### config.mk
export PLATFORM = sky130hd
export DESIGN_NAME = page_commit_buf
export DESIGN_NICKNAME = d
export VERILOG_FILES = /design/src/rtl/page_commit_buf.sv
export SDC_FILE = /design/constraint.sdc
export NUM_CORES = 2
export LEC_CHECK = 0
export CORE_UTILIZATION = 40
export DETAILED_ROUTE_END_ITERATION = 8
export PLACE_DENSITY = 0.6
export SYNTH_ARGS = -nofsm -noshare
export SYNTH_HDL_FRONTEND = slang
export SYNTH_MEMORY_MAX_BITS = 65536
export SYNTH_SLANG_ARGS = --single-unit
### constraint.sdc
create_clock -name clk -period 18.2 [get_ports clk]
set_input_delay 5.46 -clock clk [delete_from_list [all_inputs] [get_ports clk]]
set_output_delay 5.46 -clock clk [all_outputs]
set_load 0.05 [all_outputs]
### src/rtl/page_commit_buf.sv
module page_commit_buf #(
  parameter int AW        = 9,
  parameter int PW        = 4,
  parameter int DW        = 8,
  parameter int WR_CYCLES = 625000
) (
  input  logic          clk,
  input  logic          rst_n,
  input  logic          start_i,
  input  logic [AW-1:0] start_addr_i,
  input  logic          byte_vld_i,
  input  logic [DW-1:0] byte_i,
  input  logic          stop_i,
  input  logic          wp_i,
  input  logic [AW-1:0] look_addr_i,
  output logic [DW-1:0] look_data_o,
  output logic          busy_o,
  output logic          mem_we_o,
  output logic [AW-1:0] mem_addr_o,
  output logic [DW-1:0] mem_data_o
);
  localparam int NSLOT = 1 << PW;
  localparam int DEPTH = 1 << AW;
  localparam int UW    = AW - PW;
  localparam int CW    = $clog2(WR_CYCLES + 1);

  logic [DW-1:0]    pbuf [NSLOT];
  logic [DW-1:0]    mem  [DEPTH];
  logic [NSLOT-1:0] mask;
  logic [UW-1:0]    row;
  logic [PW-1:0]    ptr;
  logic             armed;
  logic [CW-1:0]    cnt;
  logic [PW-1:0]    slot;

  wire take_stop  = !busy_o && armed && stop_i;
  wire commit     = take_stop && (|mask) && !wp_i;
  wire take_start = !busy_o && start_i && !stop_i;
  wire take_byte  = !busy_o && armed && byte_vld_i && !start_i && !stop_i;
  wire last_cyc   = (cnt == CW'(WR_CYCLES - 1));

  assign slot        = cnt[PW-1:0];
  assign mem_we_o    = busy_o && (cnt < CW'(NSLOT)) && mask[slot];
  assign mem_addr_o  = {row, slot};
  assign mem_data_o  = pbuf[slot];
  assign look_data_o = mem[look_addr_i];

  always_ff @(posedge clk or negedge rst_n) begin
    if (!rst_n) begin
      busy_o <= 1'b0;
      armed  <= 1'b0;
      mask   <= '0;
      cnt    <= '0;
      row    <= '0;
      ptr    <= '0;
    end else if (busy_o) begin
      cnt <= cnt + 1'b1;
      if (last_cyc) begin
        busy_o <= 1'b0;
        mask   <= '0;
        cnt    <= '0;
      end
    end else if (take_stop) begin
      armed <= 1'b0;
      cnt   <= '0;
      if (commit) busy_o <= 1'b1;
      else        mask   <= '0;
    end else if (take_start) begin
      armed <= 1'b1;
      row   <= start_addr_i[AW-1:PW];
      ptr   <= start_addr_i[PW-1:0];
      mask  <= '0;
    end else if (take_byte) begin
      mask[ptr] <= 1'b1;
      ptr       <= ptr + 1'b1;
    end
  end

  always_ff @(posedge clk) begin
    if (take_byte) pbuf[ptr] <= byte_i;
  end

  always_ff @(posedge clk) begin
    if (mem_we_o) mem[mem_addr_o] <= mem_data_o;
  end


  busy_from_stop_chk: assert property (@(posedge clk) disable iff (!rst_n)
    $rose(busy_o) |-> ($past(stop_i) && !$past(wp_i)));

  wp_no_busy_chk: assert property (@(posedge clk) disable iff (!rst_n)
    (stop_i && wp_i && !busy_o) |=> !busy_o);

  row_held_chk: assert property (@(posedge clk) disable iff (!rst_n)
    (busy_o && $past(busy_o)) |-> $stable(mem_addr_o[AW-1:PW]));

  mask_cleared_chk: assert property (@(posedge clk) disable iff (!rst_n)
    $fell(busy_o) |-> (mask == '0));

  unarmed_empty_chk: assert property (@(posedge clk) disable iff (!rst_n)
    (!armed && !busy_o) |=> (mask == '0));
endmodule

## After elaboration in Yosys (flattened, before gate mapping)

Memories as Yosys holds them, arrays and structs flattened.
Index checks and enable logic that the tools add are counted.

- $add $sub $neg: 2
- Magnitude comparators: 4
- Equality and inequality tests: 3
- Muxes and demuxes: 25
- Bitwise operators: 3
- Reduce and logical (&&, ||, !) cells: 25

Operators by type and width:

| operator | number |
|---|---|
| 16-bit two-way mux | 6 |
| 20-bit two-way mux | 3 |
| 20-bit by 1-bit adder with 20-bit output, second input constant | 1 |
| 20-bit equality test, second input constant | 1 |
| 20-bit by 5-bit < comparator with 1-bit output, second input constant | 1 |
| 16-bit bitwise OR | 1 |
| 16-bit OR reduction | 1 |
| 1-bit logical AND | 12 |
| 1-bit two-way mux | 12 |
| 4-bit by 5-bit < comparator with 1-bit output, second input constant | 2 |
| 3-bit AND reduction | 3 |
| 4-bit two-way mux | 2 |
| 2-bit nonzero test | 3 |
| 4-bit by 1-bit adder with 4-bit output, second input constant | 1 |
| 1-bit binary-select mux with 4-bit select | 1 |
| 1-bit demux with 4-bit select | 1 |
| 4-bit by 1-bit >= comparator with 1-bit output, second input constant | 1 |
| 1-bit zero test | 4 |
| 4-bit nonzero test | 1 |
| 3-bit != test, second input constant | 1 |
| 2-bit by 1-bit != test with 1-bit output, second input constant | 1 |
| 1-bit NOT | 2 |
| 2-bit AND reduction | 1 |

- Register bits: 47
- Bits in writable memories: 4224
- Input bits: 32
- Output and inout port bits: 27
- Word-level logic and storage cells: 70
- Memories: 2

Memory list:

| memory | depth | bits a word | read ports | clocked after Yosys merged registers in | wr ports | line | RTL |
|---|---|---|---|---|---|---|---|
| mem | 512 | 8 | 1 | 0 | 1 | 28 | `logic [DW-1:0] mem [DEPTH];` |
| pbuf | 16 | 8 | 1 | 0 | 1 | 27 | `logic [DW-1:0] pbuf [NSLOT];` |

## Logic depth before layout (Yosys ltp)

- Depth in word-level cells: 9
- Mapped depth: 13

## Worst setup path after synthesis

No wires, ideal clock.

- Path kind: in2out
- Start: in look_addr_i[0]
- End: out look_data_o[7]
- Arrival time: 7888 ps
- Data required time: 12740 ps
- Setup slack: 4852 ps
- Stages: 11
- Path buffers: 4
- Cells stage by stage: buf_6 buf_6 buf_8 buf_6 mux2i_1 o221ai_1 o22ai_1 o21ai_0 a31oi_1 or4_1 nor3_2

- Longest elaborated chain between the ends: 1

RTL lines:

| item | line | RTL |
|---|---|---|
| start, declared | 15 | `input logic [AW-1:0] look_addr_i,` |
| memory read 512 x 8 bit | -- |  |
| end, declared | 16 | `output logic [DW-1:0] look_data_o,` |

Every way passes these cells.

## Final worst setup path

- Start: in look_addr_i[2]
- End: out look_data_o[7]

Same word-level chain as after synthesis.

==> run metrics <==
share of layout cells above drive strength 1=18.2%; register area share after synthesis=76.4%; HPWL Detailed=276000 um; max-cap violations=0; Synth top area share=75.7%; Adder-Cell Fraction of Synth Area=0.0597%; Die X=approximately 650 um; Initial Utilization=about two fifths; Setup Buffers After CTS=0; final worst-path cycle share=88.9%; r2r setup slk=12.79 ns; crit path cell chain=buf_6, buf_4, nand2b_4, buf_12, o221ai_1, o22ai_1, o21ai_0, a31oi_1, or4_1, nor3_2, buf_12; num rows=roughly 240; nets=8634; total wire length=451000 um; gr usage total=20.8%; vias in the first global route=85.7k; Yosys top cell by area=edfxtp_1; clk_skew=slightly below 0.07 ns; Synth Area in Simple Gates=3.40%; synthesis-stage register bit count=roughly 4.3k; Crit. End Element=output pin; relative slew slack=11.7%; Power Density=107 nW/um^2; area growth from synthesis to layout=11.8%; Wirelength per Cell=31.2 um; clock tree buffer depth=4; Peak Freq=61.8 MHz; most frequent cell after synthesis=edfxtp_1; 1st-iter DRT viols=11.2k; first-pass GRT wire length=638000 um; Combinational Power Share=about 3.8%; prevailing post-synth register cell=edfxtp_1; Yosys warning count=0; Worst Max-Slew Pin Slew=1.32 ns; Sw Ratio=20.9%; setup TNS=0 ns; DRC violations left=0; die footprint=422000 um^2; largest net degree at the start of global routing=187; drt first pass iters=6; CP Class=input port to output pin; cell mode on critical path=buf_12; CTS resizes=0; NetSw=4180 uW; Distinct cells, synth=72; vias after detailed routing=86.4k; Final setup viols=0; IO Port Bufs=a little under 60; CP Data Arrival Time=about 11 ns; GPL Wtd Cong=approximately 0.91; Top Ports=between 50 and 60; cell area after layout=~190000 um^2; type of origin of the critical path=input port; Critical Path RT=12.74 ns; run status=completed; clock share of power=43.1%; Cell Int Power=15900 uW; clock buffer count from CTS=417; clk_lat worst skew=1.00 ns; Area contributors post-synth=edfxtp_1, mux4_2, mux2i_1, nor2_1, o221ai_1; Mapped Cells=8486; path category of the worst min-delay check=flop to flop; initial antenna violation count=30; list of most frequent post-synthesis cells=edfxtp_1, mux4_2, mux2i_1, nor2_1, o221ai_1; syn nets=8526; Seq pwr share=53.1%; slowest cell on the critical path=o21ai_0; area of placed instances=roughly 170000 um^2; Final ANT Viol Nets=0; CTS tree=done; clk sinks=4271; Clk pin slew, worst setup/hold paths=0.06 ns; Die H=between 600 and 700 um; Final Hold Fails=0; Compound-Gate Fraction of Synth Area=around 4%; Worst IR Drop VDD=~0.09 mV; XOR/XNOR Fraction of Synth Area=0.0157%; largest family of logic cells by synthesized area=multiplexers; Post-synth EDFFs=4224; DP Cell Count=approximately 14k; Lkg Pwr=around 0.058 uW; post-synthesis mux area share=14.2%; fin crit period=around 16 ns; syn avg cell area=19.8 um^2; Root Buffer Master=clkbuf_16; Via density=5.98; H-Tree Level Count=5; final cell count without fillers=14.5k; Mapped Area=168000 um^2; total grt overflow=0; max-slew violations=0; crit path max fanout=114; ys async rst share=about 1.1%; RSZ-0062 raised after global routing=false; Core Area=417000 um^2; slowest stage delay, CP=1.00 ns; CTS Hold Bufs=0
==> routing by layer <==
layer,track usage (%),share of wire [%]
met5,0,0.012
met1,28.8,40
met4,6.31,3.3
met2,33.5,48
met3,4.27,9.0
==> registers in the layout (all words and copies together), names as in the netlist <==
signal,cells
mem,4096
pbuf,128
cnt,20
mask,16
row,5
ptr,4
armed,1
busy_o,1
==> cell type report <==
type | instances | area (um^2)
antenna | 27 | 67.6
clock buffer | 493 | 10900
clock inverter | 267 | 2710
fill | 35000 | 229000
inverter | 13 | 58.8
multi-input combinational | 3659 | 36600
sequential | 4271 | 128000
tap | 5497 | 6880
timing repair buffer | 232 | 2260
==> worst max-delay path, delay by kind of cell <==
kind	cells	cell delay [ns]
buffers and inverters	4	1.47
AND/OR/NAND/NOR	3	1.73
AO/OA/AOI/OAI	4	1.78
==> cell families (layout without fill, tap and decap cells) <==
| logic type | count (synthesis) | after routing |
|---|---|---|
| adder cells (fa/ha/maj) | 8 | 8 |
| XOR/XNOR | 3 | 3 |
| AND/OR/NAND/NOR | 1229 | 1229 |
| buffers and inverters | 556 | 1005 |
| flip-flops | 4271 | 4271 |
| other | 0 | 27 |
| multiplexers | 1450 | 1450 |
| AO/OA/AOI/OAI | 969 | 969 |
==> power groups by stage <==
| stage | clock, uW | combinational [uW] | sequential, uW |
|---|---|---|---|
| after floorplan | 0 | 494 | 10900 |
| after global placement | 0 | 758 | 10900 |
| after detailed placement | 0 | 759 | 10900 |
| after CTS | 8720 | 761 | 10600 |
| after global routing | 9080 | 788 | 10600 |
| final | 8630 | 764 | 10600 |
==> cell usage in the layout, fill, tap and decap left out, types with 48 or more instances in the layout <==
cell	netlist	final
a21oi_1	200	200
clkinv_2	0	82
nor2_1	600	600
mux2i_1	675	675
o221ai_1	252	252
nand2_1	165	149
mux4_2	742	734
clkinv_1	0	96
o21ai_0	116	116
buf_4	67	151
nor4_1	64	64
o22ai_1	195	195
clkbuf_1	227	69
clkbuf_16	0	424
edfxtp_1	4224	4224
nor3_1	157	155
a211oi_1	48	48
==> metrics by stage <==
step	utilization (%)	hold slack, ns	setup WS (ns)	power, uW
detailed placement	41.7	0.499	2.32	11600
global placement	41.7	0.496	2.01	11600
finish	45.0	0.510	2.02	20000
CTS	44.9	0.512	2.31	20100
global route	45.0	0.522	1.96	20500
floorplan	-	0.474	4.85	11300
==> final timing paths <==
kind                                start              to  cells after the start
setup / recovery           look_addr_i[2]  look_data_o[7]                     11
hold / removal                     row[2]          row[2]                      1
setup reg to reg                   cnt[0]      mem[81][2]                      6
hold reg to reg                    row[2]          row[2]                      1
max in group asynchronous           rst_n          cnt[0]                      1
min in group asynchronous           rst_n          row[4]                      1
Power figures use the tool's default switching activity.
